## src/rtl/apr_pkg.sv

```systemverilog
`timescale 1ns/1ps
package apr_pkg;

   // polarity in which a stage receives its operands and carry
   typedef enum logic {
      POL_TRUE = 1'b0,
      POL_INV  = 1'b1
   } apr_pol_e;

   // even positions see true signals, odd positions see complemented ones
   function automatic apr_pol_e stage_pol(input int unsigned idx);
      return (idx % 2 == 1) ? POL_INV : POL_TRUE;
   endfunction

   // polarity of the carry leaving a stage is the opposite of its input
   function automatic apr_pol_e out_pol(input int unsigned idx);
      return (idx % 2 == 1) ? POL_TRUE : POL_INV;
   endfunction

endpackage

```

## src/rtl/apr_inv_fa.sv

```systemverilog
`timescale 1ns/1ps
// Inverting full-adder core: both outputs leave complemented.
module apr_inv_fa (
   input  logic x_i,
   input  logic y_i,
   input  logic z_i,
   output logic sum_n_o,
   output logic cout_n_o
);
   logic gen_w;
   logic prop_w;
   logic kill_w;

   always_comb begin
      gen_w    = x_i & y_i;
      prop_w   = x_i ^ y_i;
      kill_w   = ~x_i & ~y_i;
      // carry is 1 on generate, 0 on kill, carry-in on propagate
      cout_n_o = ~(gen_w | (prop_w & z_i));
      sum_n_o  = ~(prop_w ^ z_i);
   end

   // kill is the complement of (generate | propagate); kept to expose
   // the three-way split of the carry decision
   logic unused_kill_w;
   assign unused_kill_w = kill_w;
endmodule

```

## src/rtl/apr_stage.sv

```systemverilog
`timescale 1ns/1ps
// One bit stage. POL picks the odd or even cell variant.
// a_i, b_i and c_i arrive in the stage's native polarity.
module apr_stage
   import apr_pkg::*;
#(
   parameter apr_pol_e POL = POL_TRUE
) (
   input  logic a_i,
   input  logic b_i,
   input  logic c_i,
   output logic sum_true_o,
   output logic c_o
);
   logic s_raw_w;
   logic c_raw_w;

   apr_inv_fa core_i (
      .x_i      (a_i),
      .y_i      (b_i),
      .z_i      (c_i),
      .sum_n_o  (s_raw_w),
      .cout_n_o (c_raw_w)
   );

   // carry leaves in whatever polarity the core gives: no inverter
   assign c_o = c_raw_w;

   generate
      if (POL == POL_TRUE) begin : g_even_cell
         // true inputs -> complemented sum, corrected here
         assign sum_true_o = ~s_raw_w;
      end else begin : g_odd_cell
         // complemented inputs -> true sum, no output inverter
         assign sum_true_o = s_raw_w;
      end
   endgenerate
endmodule

```

## src/rtl/apr_adder.sv

```systemverilog
`timescale 1ns/1ps
module apr_adder
   import apr_pkg::*;
#(
   parameter int unsigned N = 16
) (
   input  logic [N-1:0] op_a_i,
   input  logic [N-1:0] op_b_i,
   input  logic         carry_i,
   output logic [N-1:0] sum_o,
   output logic         carry_o
);
   localparam apr_pol_e LAST_POL = out_pol(N - 1);

   initial begin
      if (N < 1) $error("apr_adder: N must be at least 1");
   end

   // carry_link[k] is the carry into stage k in that stage's polarity
   logic [N:0]   carry_link;
   logic [N-1:0] a_nat;
   logic [N-1:0] b_nat;

   assign carry_link[0] = carry_i;

   generate
      for (genvar k = 0; k < int'(N); k++) begin : g_bit
         localparam apr_pol_e SP = stage_pol(k);
         if (SP == POL_INV) begin : g_flip
            assign a_nat[k] = ~op_a_i[k];
            assign b_nat[k] = ~op_b_i[k];
         end else begin : g_keep
            assign a_nat[k] = op_a_i[k];
            assign b_nat[k] = op_b_i[k];
         end

         apr_stage #(.POL(SP)) stage_i (
            .a_i        (a_nat[k]),
            .b_i        (b_nat[k]),
            .c_i        (carry_link[k]),
            .sum_true_o (sum_o[k]),
            .c_o        (carry_link[k+1])
         );
      end

      if (LAST_POL == POL_INV) begin : g_cout_fix
         assign carry_o = ~carry_link[N];
      end else begin : g_cout_pass
         assign carry_o = carry_link[N];
      end
   endgenerate
endmodule

```

## config.mk

```make
export PLATFORM = sky130hd
export DESIGN_NAME = apr_adder
export DESIGN_NICKNAME = d
export VERILOG_FILES = /design/src/rtl/apr_pkg.sv /design/src/rtl/apr_inv_fa.sv /design/src/rtl/apr_stage.sv /design/src/rtl/apr_adder.sv
export SDC_FILE = /design/constraint.sdc
export NUM_CORES = 1
export LEC_CHECK = 0
export BUFFER_PORTS_ARGS = -buffer_cell sky130_fd_sc_hd__buf_2
export CORE_MARGIN = 2
export CORE_UTILIZATION = 37
export DETAILED_ROUTE_END_ITERATION = 8
export PLACE_DENSITY = 0.8
export SLEW_MARGIN = 0
export SYNTH_ARGS = -nofsm -noshare
export SYNTH_HDL_FRONTEND = slang
export SYNTH_SLANG_ARGS = --single-unit
```

## constraint.sdc

```tcl
create_clock -name vclk -period 6.4
set_input_delay 0.32 -clock vclk [all_inputs]
set_output_delay 0.32 -clock vclk [all_outputs]
set_load 0.03 [all_outputs]
```

After elaboration in Yosys (flattened, before gate mapping)
Cells that the tools add are included.
W data, S select, Z words.
- output and inout bits: 17
- input port bits: 33
- register bits: 0
- logic and storage cells: 120
- bitwise gates (word level): 120
- operators with widths (kind ; number):
    $not A1 Y1 ; 40
    $and A1 B1 Y1 ; 32
    $xor A1 B1 Y1 ; 32
    $or A1 B1 Y1 ; 16

Longest topological paths before layout
Gate-level depths: netlist (run 1).
- depth in word-level cells: 49
- depth in mapped cells: 19
- mapped depth without buffers: 18

Modules after synthesis
From an unflattened synthesis (run 1), not the netlist that was laid out.
- cells, all modules: 72
- area total of the unflattened synthesis: 530.5 µm²
- by module, submodules not included (module ; cells each ; seq. area each (µm²) ; instances ; area an instance (µm²)):
    apr_inv_fa ; 3 ; 0.0 ; 16 ; 27.5
    apr_adder ; 16 ; 0.0 ; 1 ; 60.1
    apr_stage at g_bit[0].stage_i ... ; 1 ; 0.0 ; 8 ; 3.8

Least setup slack after synthesis (run 1)
OpenSTA, ideal clock, no wires.
- path kind: input-to-output
- start point: input op_a_i[0]
- end point: output sum_o[15]
- path buffers: 1
- path slack: -337 ps
- stages: 19
- required time: 6080 ps
- arrival time: 6417 ps
- cells stage by stage: fa_1 -> inv_1 -> fa_1 -> fa_1 -> fa_1 -> fa_1 -> fa_1 -> fa_1 -> fa_1 -> fa_1 -> fa_1 -> fa_1 -> fa_1 -> fa_1 -> fa_1 -> fa_1 -> inv_1 -> fa_1 -> buf_4
- longest elaborated chain between the ends: 48
- elaborated cells on any way between the ends: 49
- those cells by class: 49 x bitwise
- ends and longest elaborated chain (what ; line ; RTL):
    start, declared ; apr_adder.sv:7 ; input logic [N-1:0] op_a_i,
    $xor A1 B1 Y1 ; apr_inv_fa.sv:16 ; prop_w = x_i ^ y_i;
    $and A1 B1 Y1 ; apr_inv_fa.sv:19 ; cout_n_o = ~(gen_w | (prop_w & z_i));
    $or A1 B1 Y1 (*) ; apr_inv_fa.sv:19 ;
    $not A1 Y1 (*) ; apr_inv_fa.sv:19 ;
    $and A1 B1 Y1 (*) ; apr_inv_fa.sv:19 ;
    $or A1 B1 Y1 (*) ; apr_inv_fa.sv:19 ;
    $not A1 Y1 (*) ; apr_inv_fa.sv:19 ;
    $and A1 B1 Y1 (*) ; apr_inv_fa.sv:19 ;
    [32 not listed] ; -- ;
    $and A1 B1 Y1 (*) ; apr_inv_fa.sv:19 ;
    $or A1 B1 Y1 (*) ; apr_inv_fa.sv:19 ;
    $not A1 Y1 (*) ; apr_inv_fa.sv:19 ;
    $and A1 B1 Y1 (*) ; apr_inv_fa.sv:19 ;
    $or A1 B1 Y1 (*) ; apr_inv_fa.sv:19 ;
    $not A1 Y1 (*) ; apr_inv_fa.sv:19 ;
    $xor A1 B1 Y1 (*) ; apr_inv_fa.sv:20 ; sum_n_o = ~(prop_w ^ z_i);
    $not A1 Y1 (*) ; apr_inv_fa.sv:20 ;
    end, declared ; apr_adder.sv:10 ; output logic [N-1:0] sum_o,
Every way passes the cells marked *; elsewhere a longest branch is shown, timed or not.

Worst setup path in the final report (run 1)
Same ends and word-level chain as after synthesis.

==> flow_summary.yaml, run 1 <==
floorplanning:
  rows: 14
  ioPinCount: 50
  core_area_mm2: 0.001524
  die_y_um: 44.46
  initial_utilization_pct: 39.74
  die_w_um: 44.46
  dieArea_mm2: 0.001976
run:
  maxCapViolCount: 0
run_status:
  violations: "negative setup slack"
  status: "finished, violations left"
worst_setup_path:
  crit_top_cell: "fa_2"
  crit_path_max_fanout: 1
  critPathTopFamily: "adder cells"
  endpoint_kind: "output port"
  critPathBufInv: 4
  crit_chain: "buf_2 -> fa_1 -> inv_1 -> fa_2 -> fa_2 -> fa_2 -> fa_2 -> fa_2 -> fa_2 -> fa_2 -> fa_2 -> fa_2 -> fa_2 -> fa_2 -> fa_2 -> fa_2 -> fa_2 -> inv_2 -> fa_1 -> buf_6"
  path_class: "input pin to output port"
  critPathRequiredTime_ns: 6.08
  crit_slowest_cell: "fa_1"
  cp-startpoint: "op_a_i[0]"
  setup.worst_path.start_class: "input pin"
  cpPeakStageDelay_ns: 0.41
  arrival_ns: 6.12
yosys:
  synthDistinctLibCells: 3
  syn-num-nets: 125
  netlist_area_um2: 605.6
  avgSynthCellArea_um2: 7.968
  yosysSeqAreaShare_pct: 0
  yosys_warnings: 0
  syn_inst: 76
detailed_routing:
  drtIter0Drc: 0
  routedWlPerCell_um: 8.056
  dr.pass1.iters: 1
  drc: 0
  ant_nets: 0
  vias_per_cell: 3.810
  totalWireLength_mm: 1.015
  num_vias: 480
sta:
  rsz0062_at_grt: "yes"
  worst_slack_ns: -0.04335
  hold_violations: 0
  max-slew-margin-rel_pct: 89.37
  period_share_pct: 100.7
  report.final.slew_viol_count: 0
  tightest_slew_ns: 0.1605
  clock.fmax_mhz: 155.2
  finalSetupViolations: 1
  fin_crit_ns: 6.443
global_route:
  grt_pass1_vias: 499
  grtUsageTotal_pct: 12.11
  grt_pass1_wl_mm: 1.828
  grt_max_degree: 2
  antenna_found_initial: 0
  grt_overflow: 0
pwr:
  ir_drop_mv: 0.07127
  leakagePower_nw: 0.5374
  powerDensity_mw_per_mm2: 141.1
place:
  place_inst: 126
  port_buffers: 50
  dp_hpwl_mm: 1.029
  place_congestion: 0.6672
  dp_slack_ns: -0.3284
  placed_area_um2: 778.2
worst_hold_path:
  worstHoldStart: "op_b_i[15]"
  hold_class: "input pin to output port"
finish:
  layout_common_cells: "buf_2 (49), inv_1 (43), fa_2 (14), fa_1 (2)"
  layout-drive-gt1-share_pct: 59.09
  antenna_cells: 0
  final_common_cell: "buf_2"
  seq_area_um2: 0
  nNetsFinal: 161
  syn_to_final_growth_pct: 31.61
  stdcell_count: 126
  seq_cells: 0
  clock_buffer_count: 0
  fin_util_pct: 52.30
  design_area_um2: 797.0
where the power goes:
group,switching [mW],internal [mW],leakage (nW)
Clock,0,0,0
Combinational,0.0733,0.0391,0.537
Sequential,0,0,0
Total,0.0733,0.0391,0.537
stage by stage:
stage | TNS, ns | total power [mW] | hold WS, ns
6_report | -0.04335 | 0.1125 | 1.022
3_5_place_dp | -0.4289 | 0.1114 | 1.059
5_1_grt | -0.2133 | 0.1258 | 1.057
2_1_floorplan | 0 | 0.1052 | 0.9190
3_3_place_gp | -0.2176 | 0.1070 | 1.051
4_1_cts | -0.08457 | 0.1150 | 1.027
cell type report:
type | count | area (um^2)
multi-input cells | 16 | 355.3
repair buffers | 50 | 256.5
well taps | 16 | 20.02
inverters | 44 | 165.2
fillers | 145 | 726.9
path summary, 6_finish.rpt:
| path | end | slack, ns | cells after the start |
|---|---|---|---|
| min | sum_o[15] | 1.02 | 3 |
| max | sum_o[15] | -0.04 | 20 |
cell usage after synthesis:
master  number  area (um^2)
inv_1       44        165.2
fa_1        16        320.3
buf_4       16        120.1
routing by layer:
| metal | routed length [um] | track usage (%) | vias up |
|---|---|---|---|
| li1 | - | - | 236 |
| met1 | 305 | 12.37 | 204 |
| met2 | 566 | 27.65 | 40 |
| met3 | 143 | 0 | 0 |
| met4 | 0 | 0 | 0 |
| met5 | 0 | 0 | - |
kinds of logic after synthesis:
group      synth area share, %
buf+inv                  47.11
fa+ha+maj                52.89
repair_timing:
action | in CTS | in global routing
cloned | 0 | 0
buffers inserted | 0 | 0
hold buffers | 0 | 0
setup endpoints to repair | 3 | 1
gates resized for setup | 8 | 0
(Power assumes the default switching activity.)
==> inputs of run 2 (changes only) <==
Settings changed: PLACE_DENSITY 0.8 to 0.86.
==> flow_summary.yaml, run 2 (synthesis gave the netlist of run 1 again) <==
run_status:
  status: "finished, violations left"
  violations: "negative setup slack"
detailed_routing:
  drc: 0
  vias_per_cell: 3.841
  num_vias: 484
  dr.pass1.iters: 1
  ant_nets: 0
  routedWlPerCell_um: 7.714
  drtIter0Drc: 0
  totalWireLength_um: 972
sta:
  max-slew-margin-rel_pct: 89.23
  finalSetupViolations: 1
  tightest_slew_ns: 0.1627
  report.final.slew_viol_count: 0
  rsz0062_at_grt: "yes"
  period_share_pct: 100.9
  hold_violations: 0
  fin_crit_ns: 6.457
  clock.fmax_mhz: 154.9
  worst_slack_ns: -0.05731
worst_setup_path:
  critPathRequiredTime_ns: 6.08
  setup.worst_path.start_class: "input pin"
  endpoint_kind: "output port"
  arrival_ns: 6.14
  path_class: "input pin to output port"
  crit_path_max_fanout: 1
finish:
  final_common_cell: "buf_2"
  seq_cells: 0
  antenna_cells: 0
  seq_area_um2: 0
  clock_buffer_count: 0
  fin_util_pct: 52.30
  syn_to_final_growth_pct: 31.61
  layout-drive-gt1-share_pct: 59.09
  stdcell_count: 126
  nNetsFinal: 161
  layout_common_cells: "buf_2 (49), inv_1 (43), fa_2 (14), fa_1 (2)"
floorplanning:
  ioPinCount: 50
  die_w_um: 44.46
  dieArea_mm2: 0.001976
  rows: 14
  die_y_um: 44.46
  initial_utilization_pct: 39.74
  core_area_mm2: 0.001524
worst_hold_path:
  hold_depth: 3
  hold_class: "input pin to output port"
pwr:
  p_seq_share_pct: 0
  pwr-share-comb_pct: 100.0
  powerDensity_mw_per_mm2: 141.9
  ir_drop_mv: 0.07081
  p_int_mw: 0.03972
  leakagePower_nw: 0.5374
  p_clk_share_pct: 0
  switching_share_pct: 64.88
  switchingPower_mw: 0.07338
place:
  dp_hpwl_um: 951.5
  dp_slack_ns: -0.3214
  place_inst: 126
  port_buffers: 50
  place_congestion: 0.6332
global_route:
  grt_max_degree: 2
  grt_pass1_vias: 437
  grt_pass1_wl_mm: 1.511
  grtUsageTotal_pct: 9.821
  grt_overflow: 0
  antenna_found_initial: 0
run:
  maxCapViolCount: 0
clock_network:
  post_cts_buffers: 0
  ctsHoldBuffers: 0
## run 2: cell type report
cell class / count / area, um^2
well taps: 16 / 20.02
fillers: 134 / 726.9
inverters: 44 / 165.2
repair buffers: 50 / 256.5
multi-input cells: 16 / 355.3
## run 2: repair_timing
item | in CTS | in global routing
pin swaps | 1 | 0
gates cloned | 0 | 0
resized for setup | 8 | 0
endpoints found under the setup margin | 2 | 1
## run 2: metal layers
layer  global-route usage, %  wire length, um  up-vias  share of wire [%]
li1                        -                -      236                  -
met1                   9.326              311      206                 32
met2                   22.35              491       42                 51
met3                   1.224              169        0                 17
met4                       0                0        0                  0
met5                       0                0        -                  0
## run 2: worst paths after layout
kind,from,to
min,op_b_i[15],sum_o[15]
max,op_a_i[0],sum_o[15]
## run 2: power by group through the flow
stage	sequential [mW]	combinational (mW)	clock (mW)
global route	0	0.124	0
CTS	0	0.115	0
global placement	0	0.107	0
finish	0	0.113	0
detailed placement	0	0.111	0
floorplan	0	0.105	0
## run 2: critical path, stage by stage
cell and delay, ns:
buf_2 0.09, fa_1 0.16, inv_1 0.05, fa_2 0.34, fa_2 0.37, fa_2 0.35, fa_2 0.36, fa_2 0.35
fa_2 0.35, fa_2 0.35, fa_2 0.34, fa_2 0.34, fa_2 0.35, fa_2 0.34, fa_2 0.34, fa_2 0.36
fa_2 0.34, inv_2 0.06, fa_1 0.41, buf_6 0.15
## run 2: per-stage QoR
step	cell area, um^2	hold WS [ns]	TNS, ns	total power, mW
after floorplan	631.9	0.9190	0	0.1052
after CTS	797.0	1.039	-0.08919	0.1147
after global placement	778.2	1.052	-0.2127	0.1074
after detailed placement	778.2	1.052	-0.3947	0.1109
after global routing	797.0	1.064	-0.1999	0.1240
final	797.0	1.036	-0.05731	0.1131
